===== src/rtl/lri_pkg.sv =====
package lri_pkg;

    typedef enum logic {
        MODE_COUNT  = 1'b0,
        MODE_DIRECT = 1'b1
    } step_mode_e;

endpackage


===== src/rtl/lri_rate_div.sv =====
module lri_rate_div
    import lri_pkg::*;
#(
    parameter int unsigned STEP_FETCHES = 62500,
    parameter int unsigned PRESC_W      = 24,
    parameter logic [PRESC_W-1:0] SLOW_FLOOR = 24'h0FFFFF,
    localparam int unsigned CNT_W = $clog2(STEP_FETCHES)
) (
    input  logic               clk,
    input  logic               rst,
    input  logic               fetch_i,
    input  logic [PRESC_W-1:0] presc_i,
    output logic               step_o,
    output step_mode_e         mode_o,
    output logic [CNT_W-1:0]   cnt_o
);

    localparam logic [CNT_W-1:0] CNT_LAST = CNT_W'(STEP_FETCHES - 1);

    typedef struct packed {
        logic [CNT_W-1:0] cnt;
    } div_state_t;

    div_state_t st_d, st_q;
    step_mode_e mode_d;
    logic       last_d;
    logic       step_d;

    always_comb begin
        st_d   = st_q;
        mode_d = (presc_i >= SLOW_FLOOR) ? MODE_DIRECT : MODE_COUNT;
        last_d = (st_q.cnt == CNT_LAST);
        step_d = 1'b0;
        if (fetch_i) begin
            if (mode_d == MODE_DIRECT) begin
                st_d.cnt = '0;
                step_d   = 1'b1;
            end else if (last_d) begin
                st_d.cnt = '0;
                step_d   = 1'b1;
            end else begin
                st_d.cnt = st_q.cnt + 1'b1;
            end
        end
    end

    always_ff @(posedge clk) begin
        if (rst) st_q <= '0;
        else     st_q <= st_d;
    end

    assign step_o = step_d;
    assign mode_o = mode_d;
    assign cnt_o  = st_q.cnt;

endmodule


===== src/rtl/lri_pos_ring.sv =====
module lri_pos_ring #(
    parameter int unsigned LED_N = 8,
    localparam int unsigned POS_W = $clog2(LED_N)
) (
    input  logic             clk,
    input  logic             rst,
    input  logic             step_i,
    output logic [POS_W-1:0] pos_o
);

    localparam logic [POS_W-1:0] POS_LAST = POS_W'(LED_N - 1);

    typedef struct packed {
        logic [POS_W-1:0] pos;
    } ring_state_t;

    ring_state_t st_d, st_q;

    always_comb begin
        st_d = st_q;
        if (step_i) begin
            if (st_q.pos == POS_LAST) st_d.pos = '0;
            else                      st_d.pos = st_q.pos + 1'b1;
        end
    end

    always_ff @(posedge clk) begin
        if (rst) st_q <= '0;
        else     st_q <= st_d;
    end

    assign pos_o = st_q.pos;

endmodule


===== src/rtl/lri_led_map.sv =====
module lri_led_map #(
    parameter int unsigned LED_N = 8,
    localparam int unsigned POS_W = $clog2(LED_N)
) (
    input  logic             ctx_i,
    input  logic [POS_W-1:0] pos_i,
    output logic [LED_N-1:0] leds_o
);

    assign leds_o[0] = ctx_i;

    for (genvar i = 1; i < LED_N; i++) begin : g_ring
        assign leds_o[i] = (pos_i == POS_W'(i));
    end

endmodule


===== src/rtl/lri_run_light.sv =====
module lri_run_light
    import lri_pkg::*;
#(
    parameter int unsigned STEP_FETCHES = 62500,
    parameter int unsigned PRESC_W      = 24,
    parameter logic [PRESC_W-1:0] SLOW_FLOOR = 24'h0FFFFF,
    parameter int unsigned LED_N        = 8
) (
    input  logic               clk,
    input  logic               rst,
    input  logic               fetch,
    input  logic [PRESC_W-1:0] prescale,
    input  logic               ctx_active,
    output logic [LED_N-1:0]   leds
);

    localparam int unsigned CNT_W = $clog2(STEP_FETCHES);
    localparam int unsigned POS_W = $clog2(LED_N);

    logic             step_w;
    step_mode_e       mode_w;
    logic [CNT_W-1:0] cnt_w;
    logic [POS_W-1:0] pos_w;

    lri_rate_div #(
        .STEP_FETCHES(STEP_FETCHES),
        .PRESC_W     (PRESC_W),
        .SLOW_FLOOR  (SLOW_FLOOR)
    ) u_div (
        .clk    (clk),
        .rst    (rst),
        .fetch_i(fetch),
        .presc_i(prescale),
        .step_o (step_w),
        .mode_o (mode_w),
        .cnt_o  (cnt_w)
    );

    lri_pos_ring #(
        .LED_N(LED_N)
    ) u_ring (
        .clk   (clk),
        .rst   (rst),
        .step_i(step_w),
        .pos_o (pos_w)
    );

    lri_led_map #(
        .LED_N(LED_N)
    ) u_map (
        .ctx_i (ctx_active),
        .pos_i (pos_w),
        .leds_o(leds)
    );

endmodule


===== config.mk =====
export PLATFORM = sky130hd
export DESIGN_NAME = lri_run_light
export DESIGN_NICKNAME = d
export VERILOG_FILES = /design/src/rtl/lri_pkg.sv /design/src/rtl/lri_rate_div.sv /design/src/rtl/lri_pos_ring.sv /design/src/rtl/lri_led_map.sv /design/src/rtl/lri_run_light.sv
export SDC_FILE = /design/constraint.sdc
export NUM_CORES = 1
export LEC_CHECK = 0
export BUFFER_PORTS_ARGS = -buffer_cell sky130_fd_sc_hd__buf_2
export CORE_MARGIN = 5
export CORE_UTILIZATION = 28
export CTS_CLUSTER_DIAMETER = 150
export DETAILED_ROUTE_END_ITERATION = 6
export SYNTH_ARGS = -nofsm -noshare
export SYNTH_HDL_FRONTEND = slang
export SYNTH_SLANG_ARGS = --single-unit

===== constraint.sdc =====
create_clock -name clk -period 2.5 [get_ports clk]
set_input_delay 0.125 -clock clk [delete_from_list [all_inputs] [get_ports clk]]
set_output_delay 0.125 -clock clk [all_outputs]
set_load 0.005 [all_outputs]

==> results of run 1 <==
area by class of cell:
class	instances	share of cell area, %
Clock buffer	4	3.29
Inverter	5	1.37
Multi-Input combinational cell	100	50.9
Sequential cell	19	27.8
Tap cell	50	4.57
Timing Repair Buffer	33	12.1
per-stage QoR:
step / hold slack, ns / setup slack (ns) / power [W] / std cells
finish: 0.165 / 0.596 / 0.000577 / 211
global route: 0.177 / 0.483 / 0.000612 / 211
CTS: 0.161 / 0.575 / 0.000592 / 211
detailed placement: 0.250 / 0.582 / 0.000376 / 207
global placement: 0.250 / 0.601 / 0.000376 / 207
floorplan: 0.277 / 0.654 / 0.000349 / 128
power groups by stage:
stage	registers, W	clock network (W)	logic [W]
after CTS	0.000310	0.000223	0.0000587
after global routing	0.000311	0.000235	0.0000674
final	0.000310	0.000209	0.0000576
after detailed placement	0.000317	0	0.0000586
after floorplan	0.000316	0	0.0000325
after global placement	0.000317	0	0.0000583
synthesized netlist by cell type (3+ instances only):
master	n	share of area (%)
inv_1	5	1.7
ha_1	7	7.8
nand2_1	10	3.3
nor3_1	5	2.2
xor2_1	6	4.7
xnor2_1	6	4.7
dfxtp_1	19	34
and2_1	3	1.7
nand2b_1	3	1.7
nand4_1	8	4.4
nand4b_1	3	2.3
nand3_1	7	3.1
nor2_1	18	6.0
nor2b_1	3	1.7
metal layers:
metal,GRT usage [%],vias up,share of wire (%)
li1,-,508,-
met1,10.3,442,43
met2,18.1,18,51
met3,3.56,4,4.7
met4,2.21,0,0.89
met5,0,-,0
path summary, 6_finish.rpt:
check	to	cells after the start	slack (ns)	start
setup / recovery	u_ring.pos_o[0]$_SDFFE_PP0P_	5	0.60	u_div.cnt_o[7]$_SDFFE_PP0P_
hold reg to reg	u_div.cnt_o[1]$_SDFFE_PP0P_	2	0.52	u_div.cnt_o[1]$_SDFFE_PP0P_
hold / removal	u_div.cnt_o[1]$_SDFFE_PP0P_	2	0.17	rst
setup reg to reg	u_ring.pos_o[0]$_SDFFE_PP0P_	5	0.60	u_div.cnt_o[7]$_SDFFE_PP0P_
registers in the layout, indices dropped and copies added (netlist names):
signal	cells
u_ring.pos_o	3
u_div.cnt_o	16
cell families (layout without fill, tap and decap cells):
group	count (synthesis)	count (layout)	share of synthesized area, %
simple gates	70	70	35.7
flops	19	19	33.8
xor+xnor	12	12	9.33
compound gates	9	9	7.22
buf+inv	9	42	4.33
fa+ha+maj	7	7	7.78
mux	2	2	1.89
critical path, delay by kind of cell (launching register included):
kind | cells | cell delay (ns)
AOI/OAI and AO/OA | 1 | 0.12
and+or+nand+nor | 3 | 1.01
muxes | 1 | 0.32
DFF | 1 | 0.34
==> reports/results.ini, run 1 <==
[die]
rows = 23
dieArea_um2 = 5390
die_x_um = 73.4
pin_count = 36
core_um2 = 3940
start_util_pct = 28.6
fp.dieH_um = 73.4

[power_and_ir_drop]
p_seq_share_pct = 53.8
switching_share_pct = 22.0
p_per_area_nw_per_um2 = 421
p_switching_w = 0.000127
internal-power_w = 0.000450
power.share.clock_pct = 36.2
ir_worst_vdd_mv = 0.325
p_leak_nw = 0.515
p_comb_share_pct = 10.0

[global_routing]
grt_max_degree = 13
grt_pass1_wl_um = 4180
grt_use_total_pct = 9.70
grt_pass1_vias = 1001
antenna_found_initial = 0
gr-total-overflow = 0

[critical_path]
arrival_ns = 2.05
required_ns = 2.64
crit_chain = or4_4 > nor4_4 > a211oi_4 > nor2_4 > mux2_1
cpPeakStageDelay_ns = 0.55
cp-end-kind = flop
crit_path_top_delay_cell = or4_4
worst-path-max-fanout = 9
start_kind = flop
worstSetupPathType = reg2reg

[finish]
n_fill_cell = 424
design_area_um2 = 1370
most-common-layout-cells = 33 x buf_2, 19 x dfxtp_1, 18 x nor2_1, 10 x nand2_1, 8 x nand4_1
syn_to_final_growth_pct = 21.6
layout-drive-gt1-share_pct = 28.0
nNetsFinal = 197
mostFrequentLayoutCell = buf_2
multi_input_area_um2 = 697
fin_util_pct = 34.7
regArea_um2 = 380
antenna_cells = 0

[timing]
setup_violations = 0
period_share_pct = 76.2
slew_violations = 0
fin_tns_setup_ns = 0
rsz0062_at_grt = false
finClkSkew_ns = 0.00590
clock.fmax_mhz = 525
max_slew_margin_pct = 58.5
final_hold_viol_count = 0
tightest_slew_ns = 0.617
min_period_ns = 1.90

[worst_hold_path]
hp-class = in2reg

[route]
vias_per_cell = 4.61
drt-total-wl_um = 2370
wl_per_cell_um = 11.2
ant_nets = 0
vias = 972
drtIter0Drc = 35
firstDrtPassIters = 4
drc = 0

[clock_network]
postCtsSetupRepairBufs = 0
path_clk_slew_ns = 0.07
clock-sinks = 19
hold_buffers = 0
clock-root-buffer = clkbuf_8
insertion_delay_ns = 0.25
cts.htree.levels = 1
clockBufferDepth = 2
cts_tree = done
cts_buffers = 3
postCtsResizedCells = 0

[synth]
synthFlopType = dfxtp_1
synth.distinct_cells = 34
seq_area_frac_synth_pct = 33.8
synthArstFlopShare_pct = 0
syn_inst = 128
synth_nets = 163
avgSynthCellArea_um2 = 8.80
ys_ff_latch = 19
synth_edf_count = 0
yosys_warnings = 0
syn-cell-area_um2 = 1130

[outcome]
status = completed

[placed_design]
dpl.hpwl_um = 1850
port_buffers = 33
place_congestion = 0.788
placedInstanceArea_um2 = 1320

[flow_run]
cap_violations = 0

No activity file was read; power rests on OpenSTA's default activity.
==> run 2, diff against run 1 <==
Clock period 2.5 ns to 1.9 ns, I/O delays scaled along.
==> run 2 against run 1 <==
Net effect:
- worst setup slack got worse by 0.52 ns
- critical path type unchanged
- largest power group unchanged
- utilization increased by 2.2 points
- clock power grew 33%
- die area is the same
- critical path depth unchanged
- non-clock buffer count rose by 10
- total power up 34%
- clock skew down 0.0020 ns
- sequential cell count unchanged
==> reports/results.ini, run 2 (synthesized netlist as in run 1, its figures left out) <==
[critical_path]
worstSetupPathType = reg2reg
arrival_ns = 1.98  ; -0.07 ns
start_kind = flop
required_ns = 2.05  ; -0.59 ns
worst-path-max-fanout = 5  ; -4
cp-end-kind = flop

[finish]
mostFrequentLayoutCell = buf_2
nNetsFinal = 207  ; +5.1%
most-common-layout-cells = 33 x buf_2, 18 x nor2_1, 16 x dfxtp_1, 10 x nand2_1, 10 x buf_4
antenna_cells = 0  ; unchanged
design_area_um2 = 1450  ; +6.2%
syn_to_final_growth_pct = 29.1
largest_register_ffs = 16  ; unchanged
layout-drive-gt1-share_pct = 34.5  ; +6.6 points

[power_and_ir_drop]
p_per_area_nw_per_um2 = 530  ; +26%
p_leak_nw = 0.575  ; +12%
ir_worst_vdd_mv = 0.447  ; +38%
switching_share_pct = 22.3  ; +0.34 points
p_switching_w = 0.000172  ; +36%
p_seq_share_pct = 52.9  ; -0.9 points
internal-power_w = 0.000599  ; +33%
power.share.clock_pct = 36.0  ; -0.2 points
p_comb_share_pct = 11.0  ; +1.0 points

[flow_run]
cap_violations = 0  ; unchanged

[clock_network]
path_clk_slew_ns = 0.07  ; about the same
cts_buffers = 3  ; unchanged
clockBufferDepth = 2  ; unchanged
insertion_delay_ns = 0.25  ; about the same
cts_tree = done
clock-sinks = 19  ; unchanged
cts.htree.levels = 1  ; unchanged
clock-root-buffer = clkbuf_8

[placed_design]
place_congestion = 0.806  ; +2.3%
placedInstanceArea_um2 = 1380  ; +4.0%
dpl.hpwl_um = 1900  ; +2.4%
port_buffers = 33  ; unchanged

[timing]
clock.fmax_mhz = 547  ; +4.1%
period_share_pct = 96.2  ; +20 points
finClkSkew_ns = 0.00389  ; -0.00201 ns
tightest_slew_ns = 0.383  ; -0.235 ns
max_slew_margin_pct = 74.3  ; +16 points
slew_violations = 0  ; unchanged
final_hold_viol_count = 0  ; unchanged
min_period_ns = 1.83  ; -0.0753 ns
fin_tns_setup_ns = 0  ; unchanged
setup_violations = 0  ; unchanged
rsz0062_at_grt = false

[global_routing]
gr-total-overflow = 0  ; unchanged
grt_use_total_pct = 9.42  ; -0.27 points
grt_pass1_wl_um = 4050  ; -3.1%
antenna_found_initial = 0  ; unchanged
grt_max_degree = 13  ; unchanged
grt_pass1_vias = 946  ; -5.5%

[route]
drt-total-wl_um = 2390  ; +1.2%
drtIter0Drc = 25  ; -29%
vias_per_cell = 4.44  ; -3.5%
wl_per_cell_um = 10.8  ; -3.4%
drc = 0  ; unchanged
ant_nets = 0  ; unchanged
firstDrtPassIters = 4  ; unchanged
vias = 982  ; +1.0%

[die]
rows = 23  ; unchanged
start_util_pct = 28.6  ; unchanged
fp.dieH_um = 73.4  ; unchanged
core_um2 = 3940  ; unchanged
die_x_um = 73.4  ; unchanged
dieArea_um2 = 5390  ; unchanged
pin_count = 36  ; unchanged

[worst_hold_path]
hp-class = in2reg

[outcome]
status = completed

## run 2: critical path, cell delays in order (launching register included)
cell	delay, ns
dfxtp_1	0.31
or4_4	0.54
nor4_4	0.31
a211oi_4	0.11
nor2_4	0.15
mux2_4	0.30
## run 2: routing by layer
layer,track usage (%),up-vias,share of wire (%)
met5,0,-,0
met2,16.4,24,48
met3,3.01,4,5.8
li1,-,530,-
met1,11.4,424,45
met4,1.81,0,0.71
## run 2: worst paths after layout
| kind | start | end | slack, ns | depth (start not counted) |
|---|---|---|---|---|
| worst max-delay path | u_div.cnt_o[7]$_SDFFE_PP0P_ | u_ring.pos_o[0]$_SDFFE_PP0P_ | 0.07 | 5 |
| worst min-delay path | rst | u_div.cnt_o[2]$_SDFFE_PP0P_ | 0.14 | 2 |
| worst max register to register | u_div.cnt_o[7]$_SDFFE_PP0P_ | u_ring.pos_o[0]$_SDFFE_PP0P_ | 0.07 | 5 |
| worst min register to register | u_ring.pos_o[1]$_SDFFE_PP0P_ | u_ring.pos_o[1]$_SDFFE_PP0P_ | 0.52 | 2 |
## run 2: power by group through the flow
stage | clock, W | combinational, W | sequential [W]
2_1_floorplan | 0 | 0.0000428 | 0.000416
3_3_place_gp | 0 | 0.0000778 | 0.000417
3_5_place_dp | 0 | 0.0000785 | 0.000417
4_1_cts | 0.000293 | 0.0000787 | 0.000408
5_1_grt | 0.000304 | 0.0000975 | 0.000409
6_report | 0.000278 | 0.0000849 | 0.000408
## run 2: final cells by class
cell class	count	area (um2)
Fill cell	403	2490
Timing Repair Buffer	43	240
Inverter	5	18.8
Tap cell	50	62.6
Clock buffer	4	45.0
Multi-Input combinational cell	100	703
Sequential cell	19	384
## run 2: per-stage QoR
step,std cells,power [W],utilization [%],hold slack [ns],setup WS (ns)
after global routing,221,0.000811,36.9,0.155,0.00149
after floorplan,128,0.000459,-,0.247,0.0538
after detailed placement,214,0.000496,34.9,0.190,0.0363
after CTS,218,0.000779,36.1,0.135,0.0383
final,221,0.000771,36.9,0.139,0.0714
after global placement,214,0.000495,34.9,0.190,0.0872
## run 2: what timing repair did
item | 4_1_cts | 5_1_grt
hold buffers | 0 | 0
endpoints found under the hold margin | 0 | 0
gates resized for setup | 0 | 5
buffers inserted | 0 | 3
setup endpoints to repair | 0 | 9
